<file path="src/rtl/tmr_edge_pend_pkg.sv">
package tmr_edge_pend_pkg;

   localparam int unsigned SRC_PER_CORE = 2;
   localparam int unsigned ID_W         = 5;

   localparam logic [ID_W-1:0] ID_TIMER = 5'd29;
   localparam logic [ID_W-1:0] ID_WDOG  = 5'd30;

   // kind = low bit of the source index: 0 timer, 1 watchdog
   function automatic logic [ID_W-1:0] id_of(input logic kind);
      return kind ? ID_WDOG : ID_TIMER;
   endfunction

endpackage

</file>
<file path="src/rtl/tmr_edge_bank.sv">
module tmr_edge_bank #(
   parameter int unsigned N_SLOTS = 8,
   parameter int unsigned N_WIRED = 8
) (
   input  logic               clk,
   input  logic               rst_n,
   input  logic [N_SLOTS-1:0] lvl,
   output logic [N_SLOTS-1:0] rise
);

   generate
      for (genvar g = 0; g < N_SLOTS; g++) begin : g_slot
         if (g < N_WIRED) begin : g_live
            logic prev_q;
            always_ff @(posedge clk or negedge rst_n) begin
               if (!rst_n) prev_q <= 1'b0;
               else        prev_q <= lvl[g];
            end
            assign rise[g] = lvl[g] & ~prev_q;
         end else begin : g_dead
            assign rise[g] = 1'b0;
         end
      end
   endgenerate

endmodule

</file>
<file path="src/rtl/tmr_pend_queue.sv">
module tmr_pend_queue #(
   parameter int unsigned N = 8
) (
   input  logic         clk,
   input  logic         rst_n,
   input  logic [N-1:0] set_vec,
   input  logic [N-1:0] clr_vec,
   output logic [N-1:0] pend
);

   logic [N-1:0] pend_q;

   always_ff @(posedge clk or negedge rst_n) begin
      if (!rst_n) pend_q <= '0;
      else        pend_q <= (pend_q & ~clr_vec) | set_vec;
   end

   assign pend = pend_q;

endmodule

</file>
<file path="src/rtl/tmr_low_pick.sv">
module tmr_low_pick #(
   parameter int unsigned N     = 8,
   parameter int unsigned IDX_W = 3,
   parameter int unsigned STYLE = 0
) (
   input  logic [N-1:0]     req,
   output logic             any,
   output logic [IDX_W-1:0] idx,
   output logic [N-1:0]     grant
);

   assign any = |req;

   generate
      if (STYLE == 0) begin : g_scan
         always_comb begin
            idx   = '0;
            grant = '0;
            for (int i = N - 1; i >= 0; i--) begin
               if (req[i]) begin
                  idx      = IDX_W'(i);
                  grant    = '0;
                  grant[i] = 1'b1;
               end
            end
         end
      end else begin : g_isolate
         logic [N-1:0] iso;
         assign iso   = req & (~req + N'(1));
         assign grant = iso;
         always_comb begin
            idx = '0;
            for (int i = 0; i < N; i++) begin
               if (iso[i]) idx = idx | IDX_W'(i);
            end
         end
      end
   endgenerate

endmodule

</file>
<file path="src/rtl/tmr_edge_pend.sv">
module tmr_edge_pend
   import tmr_edge_pend_pkg::*;
#(
   parameter int unsigned NUM_CORES  = 4,
   parameter int unsigned MAX_CORES  = 4,
   parameter int unsigned PICK_STYLE = 0,
   localparam int unsigned SLOTS     = MAX_CORES * SRC_PER_CORE,
   localparam int unsigned CORE_W    = $clog2(MAX_CORES)
) (
   input  logic              clk,
   input  logic              rst_n,
   input  logic [SLOTS-1:0]  src_lvl,
   output logic              set_pend,
   output logic [CORE_W-1:0] tgt_core,
   output logic [ID_W-1:0]   irq_id
);

   localparam int unsigned SRC_W   = $clog2(SLOTS);
   localparam int unsigned N_WIRED = NUM_CORES * SRC_PER_CORE;

   generate
      if (MAX_CORES < 2) begin : g_bad_max
         $error("tmr_edge_pend: MAX_CORES must be at least 2");
      end
      if (NUM_CORES < 1 || NUM_CORES > MAX_CORES) begin : g_bad_num
         $error("tmr_edge_pend: NUM_CORES out of range");
      end
      if (PICK_STYLE > 1) begin : g_bad_style
         $error("tmr_edge_pend: PICK_STYLE must be 0 or 1");
      end
   endgenerate

   logic [SLOTS-1:0] rise;
   logic [SLOTS-1:0] pend;
   logic [SLOTS-1:0] grant;
   logic             any;
   logic [SRC_W-1:0] idx;

   tmr_edge_bank #(
      .N_SLOTS (SLOTS),
      .N_WIRED (N_WIRED)
   ) u_bank (
      .clk   (clk),
      .rst_n (rst_n),
      .lvl   (src_lvl),
      .rise  (rise)
   );

   tmr_pend_queue #(
      .N (SLOTS)
   ) u_queue (
      .clk     (clk),
      .rst_n   (rst_n),
      .set_vec (rise),
      .clr_vec (grant),
      .pend    (pend)
   );

   tmr_low_pick #(
      .N     (SLOTS),
      .IDX_W (SRC_W),
      .STYLE (PICK_STYLE)
   ) u_pick (
      .req   (pend),
      .any   (any),
      .idx   (idx),
      .grant (grant)
   );

   assign set_pend = any;
   assign tgt_core = any ? idx[SRC_W-1:1] : '0;
   assign irq_id   = any ? id_of(idx[0]) : '0;

endmodule

</file>
<file path="config.mk">
export PLATFORM = sky130hd
export DESIGN_NAME = tmr_edge_pend
export DESIGN_NICKNAME = d
export VERILOG_FILES = /design/src/rtl/tmr_edge_pend_pkg.sv /design/src/rtl/tmr_edge_bank.sv /design/src/rtl/tmr_pend_queue.sv /design/src/rtl/tmr_low_pick.sv /design/src/rtl/tmr_edge_pend.sv
export SDC_FILE = /design/constraint.sdc
export NUM_CORES = 1
export LEC_CHECK = 0
export CORE_MARGIN = 3
export CORE_UTILIZATION = 35
export CTS_CLUSTER_DIAMETER = 60
export DETAILED_ROUTE_END_ITERATION = 8
export GPL_TIMING_DRIVEN = 1
export REMOVE_ABC_BUFFERS = 1
export SLEW_MARGIN = 10
export SYNTH_ARGS = -nofsm -noshare
export SYNTH_HDL_FRONTEND = slang
export SYNTH_SLANG_ARGS = --single-unit
</file>
<file path="constraint.sdc">
create_clock -name clk -period 2.3 [get_ports clk]
set_input_delay 0.46 -clock clk [delete_from_list [all_inputs] [get_ports clk]]
set_output_delay 0.46 -clock clk [all_outputs]
set_load 0.01 [all_outputs]
</file>
# [Word level (Yosys, flattened, before mapping)]
# Cells that the tools add are included.
[classes] n_mux=19 bitwise=19 n_reduce_logical=1
[ops] cell="two-way mux 8 bit" count=8
[ops] cell="two-way mux 3 bit" count=8
[ops] cell="AND 1 bit" count=8
[ops] cell="AND 8 bit" count=1
[ops] cell="NOT 1 bit" count=8
[ops] cell="NOT 8 bit" count=1
[ops] cell="bitwise OR 8 bit" count=1
[ops] cell="OR reduction 8 bit" count=1
[ops] cell="two-way mux 5 bit" count=1
[ops] cell="two-way mux 2 bit" count=2
[totals] regBits=16 in_bits=10 out_inout_bits=8

# [Logic depth before layout (Yosys ltp)]
# Gate-level depths: netlist of the first run.
[depth] ltp_word=11 mapped_depth=4 ltp_nobuf=3

# [By module]
# A second synthesis of the first run with hierarchy kept.
[unflattened] hier_cells=70 hier_area_um2=797.0
[by_module_without_submodules] mod="tmr_edge_bank" instances=1 cells_per_inst=16 area_per_inst_um2=310.3
[by_module_without_submodules] mod="tmr_pend_queue" instances=1 cells_per_inst=24 area_per_inst_um2=290.3
[by_module_without_submodules] mod="tmr_low_pick" instances=1 cells_per_inst=23 area_per_inst_um2=145.1
[by_module_without_submodules] mod="tmr_edge_pend" instances=1 cells_per_inst=7 area_per_inst_um2=51.3

# [Worst setup path before layout of the first run]
# OpenSTA, ideal clock, no wires.
[synth_timing] path_kind="register -> output" start="reg u_queue.pend_q[2] (netlist: u_queue.pend[2])" end="out irq_id[2]" arrival_ns=1.375 t_required_ns=1.840 slack_ns=0.465 stages_incl_launch_ff=5 path_cell_list="dfrtp_1 > or4_1 > buf_2 > nand2b_4 > buf_4"
[synth_between] elab_chain_len=2
[synth_rtl] element="start, declared" line="tmr_pend_queue.sv:11" source="logic [N-1:0] pend_q;"
[synth_rtl] element="start signal, assigned" line="tmr_pend_queue.sv:15" source="else pend_q <= (pend_q & ~clr_vec) | set_vec;"
[synth_rtl] element="OR reduction 8 bit" line="tmr_low_pick.sv:12" source="assign any = |req;"
[synth_rtl] element="named net set_pend" line="tmr_edge_pend.sv:13" source="output logic set_pend,"
[synth_rtl] element="two-way mux 5 bit" line="tmr_edge_pend.sv:72" source="assign irq_id = any ? id_of(idx[0]) : '0;"
[synth_rtl] element="end, declared" line="tmr_edge_pend.sv:15" source="output logic [ID_W-1:0] irq_id"
# The timed path passes the listed nets, and every way through them passes these cells.

# [Final worst setup path of the first run]
[layout_timing] start="reg u_queue.pend_q[3] (netlist: u_queue.pend[3])" end="out irq_id[0]"
[layout_between] elab_chain_len=6 elab_cells_between_ends=7
[layout_rtl] element="two-way mux 3 bit (4 in a row)" line="tmr_low_pick.sv:20" source="if (req[i]) begin"
[layout_rtl] element="two-way mux 2 bit" line="tmr_edge_pend_pkg.sv:11" source="return kind ? ID_WDOG : ID_TIMER;"
[layout_rtl] element="two-way mux 5 bit *" line="tmr_edge_pend.sv:72"
# Mark *: on every way between the ends. The rest lies on a longest branch, timed or not.

==> flow_summary.json, run 1 <==
{
  "synth_area_um2": 658,
  "cp.required_ns": 1.84,
  "setup.worst_path.start": "u_queue.pend[3]",
  "start_util_pct": 37.7,
  "synth-seq-area-share_pct": 60.8,
  "skew_ns": 0.00100,
  "fmax_mhz": 453,
  "ys.warnings.count": 0,
  "rsz0062_at_grt": "false",
  "switching_power_uw": 150,
  "power_density_nw_per_um2": 668,
  "crit_chain": "or4_4 > nand2b_4 > o211a_1 > dlygate4sd2_1",
  "worstPathArrival_ns": 1.75,
  "place_congestion": 0.785,
  "nNetsFinal": 94,
  "htreeDepth": 1,
  "clkTransAtPathRegs_ns": 0.09,
  "hold_depth": 1,
  "die-area_um2": 2440,
  "drive_gt1_share_pct": 18.1,
  "slew_headroom_pct": 54.5,
  "reg2reg_slack_ns": 0.80,
  "portBuffers": 17,
  "vias_per_cell": 4.60,
  "rows": 15,
  "postRouteAntennaNets": 0,
  "fp.coreArea_um2": 1750,
  "outcome": "completed",
  "finalCriticalPeriod_ns": 2.21,
  "clockBufferDepth": 2,
  "path_delay_family": "simple AND/OR/NAND/NOR gates",
  "min_path_type": "reg2reg",
  "p_int_uw": 461,
  "fin_tns_setup_ns": 0,
  "p_sw_share_pct": 24.6,
  "worstHoldStart": "u_bank.g_slot[0].g_live.prev_q",
  "grt_pass1_wl_mm": 1.77,
  "fin_util_pct": 52.4,
  "p_leak_uw": 0.000414,
  "final_common_cell": "dfrtp_1",
  "crit_buf_inv": 1,
  "ir_drop_mv": 0.389,
  "end_kind": "output pin",
  "timing.final.crit_share_pct": 96.1,
  "drt_first_pass_iters": 4,
  "grt_remaining_overflow": 0,
  "ys_seq_elements": 16,
  "clockRootBuffer": "clkbuf_4",
  "slew_viol_final": 0,
  "finalWirelength_mm": 1.20,
  "timing.rr.end": "u_queue.pend[7]",
  "r2r-start": "u_queue.pend[3]",
  "synthesis.instances": 61,
  "final_hold_viol_count": 0,
  "pwr-share-comb_pct": 18.2,
  "routedWlPerCell_um": 11.1,
  "cts_sinks": 16,
  "dieHeight_um": 49.4,
  "cp_slowest_cell": "or4_4",
  "layout_common_cells": "15 x dfrtp_1, 10 x clkdlybuf4s50_1, 9 x o21ai_0",
  "clk_latency_ns": 0.27,
  "grt_pass1_vias": 377,
  "antenna_found_initial": 0,
  "cts_tree": "done",
  "clkPwrFrac_pct": 28.9,
  "grt_max_degree": 17,
  "die_w_um": 49.4,
  "cpPeakStageDelay_ns": 0.55,
  "yosysTopAreaCell": "dfrtp_1",
  "hold_end": "u_queue.pend[0]",
  "tightest_slew_ns": 0.680,
  "setup_viol": 0,
  "ios": 18,
  "avgSynthCellArea_um2": 10.8,
  "vias": 497,
  "synth.distinct_cells": 20,
  "synth_area_leaders": "dfrtp_1 61%, o21ai_0 6.8%, inv_1 4.6%, buf_4 3.4%, o41ai_2 2.5%",
  "track_usage_pct": 9.55,
  "synth_top_cell_area_share_pct": 60.8,
  "antenna_cells": 0,
  "start_kind": "flip-flop",
  "rr_worst_depth": 4,
  "cts_buffers": 3,
  "critPathMaxFanout": 5,
  "pwr-share-seq_pct": 52.9,
  "drc": 0,
  "worst-path-stages": 4,
  "path_class": "reg2out",
  "post_cts_buffers": 0,
  "cap_violations": 0,
  "hpwlAfterDp_um": 831,
  "area_growth_pct": 39.0,
  "initialDrtViolationCount": 10
}
## cell type report
cell class                      instances  area [µm²]
Inverter                                8        30.0
Timing Repair Buffer                   23         210
Sequential cell                        16         402
Fill cell                             170         831
Multi-Input combinational cell         32         205
Clock buffer                            4        36.3
Tap cell                               25        31.3
## state kept, by name, indices dropped and copies added, names as in the netlist
signal and cells:
u_queue.pend 8, u_bank.g_slot.g_live.prev_q 8
## synth_stat cells
cell type	count
a211oi_1	2
a21oi_1	1
buf_2	1
buf_4	3
clkbuf_1	1
dfrtp_1	16
inv_1	8
nand2_1	3
nand2b_4	1
nor2_1	3
nor2b_1	2
nor3_1	1
nor3b_1	1
nor4_1	1
o211a_1	1
o21ai_0	9
o21ai_1	3
o31ai_1	2
o41ai_2	1
or4_1	1
## worst max path at each step
stage | to
final | irq_id[0]
after detailed placement | irq_id[0]
after global placement | irq_id[0]
after global routing | irq_id[0]
after CTS | tgt_core[0]
after floorplan | irq_id[0]
## layer usage
layer	track usage [%]	share of wire (%)	up-vias
li1	-	-	249
met1	13.9	44	231
met2	13.4	50	15
met3	2.14	5.4	2
met4	4.27	1.2	0
met5	0	0	-
## power groups by stage
stage / Combinational, µW / Sequential [µW] / Clock [µW]
after global placement: 112 / 326 / 0
after detailed placement: 112 / 327 / 0
after CTS: 110 / 322 / 182
after global routing: 123 / 327 / 202
final: 111 / 323 / 177
after floorplan: 42.7 / 327 / 0
## what timing repair did
action / 4_1_cts / 5_1_grt
gates cloned: 0 / 0
setup endpoints to repair: 6 / 2
hold buffers: 0 / 0
hold endpoints to repair: 0 / 0
gates resized for setup: 7 / 3
pin swaps: 0 / 0
## cell families after synthesis
group	count (synthesis)	synth area share (%)
DFF	16	60.8
AOI/OAI and AO/OA	19	18.4
buffers and inverters	13	9.31
and+or+nand+nor	13	11.4
## metrics by stage
stage	area, µm²	hold slack (ns)	worst slack, ns	power [µW]	cells
floorplan	627	0.164	0.411	370	56
detailed placement	873	0.393	0.167	439	104
CTS	906	0.405	0.0238	614	108
finish	915	0.403	0.0908	611	108
global placement	873	0.385	0.177	438	104
global route	915	0.414	0.00954	651	108
Power figures use the tool's default switching activity.
==> run 2: changes to the inputs <==
--- a/config.mk
+++ b/config.mk
@@ -12,4 +12,5 @@
 export GPL_TIMING_DRIVEN = 1
 export REMOVE_ABC_BUFFERS = 1
+export SETUP_SLACK_MARGIN = 0.02
 export SLEW_MARGIN = 10
 export SYNTH_ARGS = -nofsm -noshare
==> constraint.sdc (replaced) <==
create_clock -name clk -period 2.3 [get_ports clk]
set_input_delay 0.46 -clock clk [delete_from_list [all_inputs] [get_ports clk]]
set_output_delay 0.46 -clock clk [all_outputs]
set_load 0.05 [all_outputs]
==> flow_summary.json, run 2 (same netlist as run 1, synthesis figures left out) <==
{
  "outcome": "completed",
  "worstPathArrival_ns": 1.75,
  "met3_usage_pct": 2.45,
  "ir_drop_mv": 0.398,
  "pwr-share-comb_pct": 23.0,
  "grt_max_degree": 17,
  "htreeDepth": 1,
  "cp_slowest_cell": "or4_4",
  "power_density_nw_per_um2": 725,
  "pwr-share-seq_pct": 49.7,
  "cpPeakStageDelay_ns": 0.58,
  "fp.coreArea_um2": 1750,
  "crit_chain": "or4_4 > nand2b_4 > o211a_1 > buf_6",
  "grt_remaining_overflow": 0,
  "path_class": "reg2out",
  "p_total_uw": 660,
  "die-area_um2": 2440,
  "drt_first_pass_iters": 4,
  "routedWlPerCell_um": 10.2,
  "clockRootBuffer": "clkbuf_4",
  "place_congestion": 0.810,
  "die_w_um": 49.4,
  "p_leak_uw": 0.000406,
  "clockBufferDepth": 2,
  "vias": 487,
  "path_delay_family": "simple AND/OR/NAND/NOR gates",
  "use_met2_pct": 15.2,
  "switching_power_uw": 189,
  "grt_pass1_wl_mm": 1.79,
  "antenna_cells": 0,
  "finalCriticalPeriod_ns": 2.21,
  "vias_per_cell": 4.59,
  "final_common_cell": "dfrtp_1",
  "cts_buffers": 3,
  "start_kind": "flip-flop",
  "cts_tree": "done",
  "crit_buf_inv": 1,
  "p_sw_share_pct": 28.6,
  "cap_violations": 0,
  "tightest_slew_ns": 0.661,
  "cts_sinks": 16,
  "hold_depth": 1,
  "area_growth_pct": 38.2,
  "use_met1_pct": 11.8,
  "nNetsFinal": 92,
  "end_kind": "output pin",
  "finalWirelength_mm": 1.08,
  "start_util_pct": 37.7,
  "setup_viol": 0,
  "fillerInstances": 161,
  "clkPwrFrac_pct": 27.3,
  "antenna_found_initial": 0,
  "min_path_type": "reg2reg",
  "slew_headroom_pct": 55.8,
  "timing.final.crit_share_pct": 96.3,
  "hpwlAfterDp_um": 843,
  "busiest_layer": "met2",
  "skew_ns": 0.00420,
  "rows": 15,
  "layout_common_cells": "14 x dfrtp_1, 9 x o21ai_0, 9 x clkdlybuf4s50_1, 9 x buf_4, 8 x inv_1",
  "ios": 18,
  "rr_worst_depth": 3,
  "worst-path-stages": 4,
  "final_hold_viol_count": 0,
  "fmax_mhz": 452,
  "portBuffers": 17,
  "clkTransAtPathRegs_ns": 0.09,
  "drc": 0,
  "fin_tns_setup_ns": 0,
  "slew_viol_final": 0,
  "cp.required_ns": 1.84,
  "p_int_uw": 471,
  "initialDrtViolationCount": 3,
  "postRouteAntennaNets": 0,
  "critPathMaxFanout": 6,
  "rsz0062_at_grt": "false",
  "dieHeight_um": 49.4,
  "grt_pass1_vias": 412,
  "clk_latency_ns": 0.28,
  "track_usage_pct": 10.2,
  "drive_gt1_share_pct": 25.9
}
==> run 2: changes by cell type in the layout (fill, tap and decap cells not counted), sizes merged <==
cell	previous run	this run
buf	6	12
dlygate4sd2	6	0
clkdlybuf4s50	10	9
dlymetal6s2s	1	0
==> run 2: per-stage QoR <==
| stage | cells | util, % | worst slack, ns | instance area [µm²] | hold WS (ns) |
|---|---|---|---|---|---|
| final | 106 | 52.1 | 0.0855 | 910 | 0.393 |
| after global routing | 106 | 52.1 | 0.0190 | 910 | 0.409 |
| after CTS | 103 | 50.5 | 0.0479 | 881 | 0.398 |
| after detailed placement | 99 | 48.2 | 0.285 | 841 | 0.387 |
| after global placement | 99 | 48.2 | 0.320 | 841 | 0.384 |
| after floorplan | 56 | - | -0.0687 | 627 | 0.164 |
==> run 2: power by group through the flow <==
stage	clock [µW]	combinational (µW)	sequential [µW]
detailed placement	0	138	333
CTS	185	139	328
global placement	0	137	331
global route	196	164	332
finish	180	151	328
floorplan	0	78.3	327
==> run 2: layout make-up <==
type                       instances  area, µm²  area share [%]
inverter                           8       30.0            3.30
multi-input combinational         32        200            22.0
tap                               25       31.3            3.44
sequential                        16        403            44.3
clock buffer                       4       36.3            3.99
timing repair buffer              21        209            23.0
==> run 2: worst paths after layout <==
kind,from,to,slack [ns]
max in group asynchronous,rst_n,u_queue.pend[2],1.26
hold / removal,u_bank.g_slot[0].g_live.prev_q,u_queue.pend[0],0.39
min in group asynchronous,rst_n,u_bank.g_slot[4].g_live.prev_q,0.57
hold reg to reg,u_bank.g_slot[0].g_live.prev_q,u_queue.pend[0],0.39
setup reg to reg,u_queue.pend[2],u_queue.pend[6],0.84
setup / recovery,u_queue.pend[2],irq_id[0],0.09
==> run 2: what timing repair did <==
action                     CTS  global route
pin swaps                    0             1
buffers inserted             0             3
setup endpoints to repair    1             1
hold buffers                 0             0
resized for setup            1             3
==> run 2: per-layer routing <==
layer  wire [µm]  share of wire [%]  vias to the layer above
met5           0                  0                        -
met4          42                3.9                        0
met3          53                4.9                        5
met2         507                 47                       16
met1         480                 44                      219
li1            -                  -                      247
==> run 3: changes to the inputs <==
CTS_CLUSTER_SIZE = 16   (was default)
RECOVER_POWER = 50   (was default)
==> flow_summary.json, run 3 (same netlist as run 1, synthesis figures left out) <==
{
  "clockRootBuffer": "clkbuf_4",
  "setup_slack_ns": 0.0865,
  "track_usage_pct": 10.2,
  "cts_buffers": 3,
  "portBuffers": 17,
  "postRouteAntennaNets": 0,
  "cts_sinks": 16,
  "antenna_found_initial": 0,
  "finalWirelength_mm": 1.08,
  "grt_pass1_wl_mm": 1.79,
  "clkTransAtPathRegs_ns": 0.09,
  "tightest_slew_ns": 0.665,
  "place_congestion": 0.810,
  "power_density_nw_per_um2": 721,
  "drt_first_pass_iters": 4,
  "setup_viol": 0,
  "grt_remaining_overflow": 0,
  "grt_max_degree": 17,
  "vias_per_cell": 4.59,
  "hpwlAfterDp_um": 843,
  "critPathMaxFanout": 6,
  "cap_violations": 0,
  "rsz0062_at_grt": "false",
  "start_kind": "flip-flop",
  "worstPathArrival_ns": 1.75,
  "cpPeakStageDelay_ns": 0.58,
  "cp_slowest_cell": "or4_4",
  "cp.required_ns": 1.84,
  "clk_latency_ns": 0.28,
  "die-area_um2": 2440,
  "nNetsFinal": 92,
  "drc": 0,
  "p_leak_uw": 0.000408,
  "die_w_um": 49.4,
  "vias": 487,
  "cts_tree": "done",
  "grt_pass1_vias": 412,
  "start_util_pct": 37.7,
  "fmax_mhz": 452,
  "routedWlPerCell_um": 10.2,
  "ios": 18,
  "fillerInstances": 161,
  "drive_gt1_share_pct": 25.9,
  "final_hold_viol_count": 0,
  "slew_headroom_pct": 55.5,
  "htreeDepth": 1,
  "clockBufferDepth": 2,
  "outcome": "completed",
  "rows": 15,
  "final_common_cell": "dfrtp_1",
  "ir_drop_mv": 0.395,
  "skew_ns": 0.00420,
  "cts_hold_buf": 0,
  "area_growth_pct": 38.2,
  "initialDrtViolationCount": 3,
  "slew_viol_final": 0,
  "crit_chain": "or4_4 > nand2b_4 > o211a_1 > buf_6",
  "fin_tns_setup_ns": 0,
  "dieHeight_um": 49.4,
  "finalCriticalPeriod_ns": 2.21,
  "min_path_type": "reg2reg",
  "hold_slack_ns": 0.393,
  "layout_common_cells": "14 x dfrtp_1, 9 x o21ai_0, 9 x dlygate4sd3_1",
  "pre_cts_slack_ns": 0.285,
  "path_class": "reg2out",
  "end_kind": "output pin",
  "fp.coreArea_um2": 1750,
  "antenna_cells": 0,
  "timing.final.crit_share_pct": 96.2
}
==> run 3: cell count changes in the layout (fill, tap and decap cells not counted) <==
cell             previous run  this run
buf_4                       9         8
clkbuf_4                    3         4
clkdlybuf4s50_1             9         0
dlygate4sd3_1               0         9
==> run 3: critical path, delay by kind of cell, from the launching register on <==
family,cells,cell delay (ns)
flops,1,0.44
compound gates,1,0.12
buf+inv,1,0.15
simple gates,2,0.76
==> run 3: what timing repair did <==
action | 4_1_cts | 5_1_grt
endpoints found under the setup margin | 1 | 1
buffers inserted | 0 | 3
pin swaps | 0 | 1
resized for setup | 1 | 3
==> run 3: cell type report <==
cell class | instances | area (µm²) | area share [%]
repair buffers | 21 | 209 | 23.0
flip-flops and latches | 16 | 403 | 44.3
multi-input cells | 32 | 200 | 22.0
inverters | 8 | 30.0 | 3.30
well taps | 25 | 31.3 | 3.44
clock buffers | 4 | 36.3 | 3.99
==> run 3: metal layers <==
layer | GRT usage (%) | vias up | part of all wire, %
li1 | - | 247 | -
met1 | 11.8 | 219 | 44
met3 | 2.45 | 5 | 4.9
met5 | 0 | - | 0
met4 | 9.95 | 0 | 3.9
met2 | 15.2 | 16 | 47
==> run 3: stage by stage <==
step | utilization [%] | area, µm² | cells | total power (µW)
2_1_floorplan | - | 627 | 56 | 406
3_3_place_gp | 48.2 | 841 | 99 | 468
3_5_place_dp | 48.2 | 841 | 99 | 471
4_1_cts | 50.5 | 881 | 103 | 653
5_1_grt | 52.1 | 910 | 106 | 688
6_report | 52.1 | 910 | 106 | 656
==> run 3: where the power goes <==
group | total [µW] | internal (µW) | switching (µW)
clock network | 180 | 96.4 | 83.7
logic | 148 | 68.6 | 79.6
registers | 328 | 303 | 25.4
total | 656 | 468 | 189
==> run 3: path summary, 6_finish.rpt <==
kind,cells past startpoint,end,slack (ns),from
min in group asynchronous,1,u_bank.g_slot[4].g_live.prev_q,0.64,rst_n
worst max register to register,3,u_queue.pend[6],0.84,u_queue.pend[2]
max in group asynchronous,1,u_queue.pend[2],1.19,rst_n
worst max-delay path,4,irq_id[0],0.09,u_queue.pend[2]
worst min register to register,1,u_queue.pend[0],0.39,u_bank.g_slot[0].g_live.prev_q
worst min-delay path,1,u_queue.pend[0],0.39,u_bank.g_slot[0].g_live.prev_q
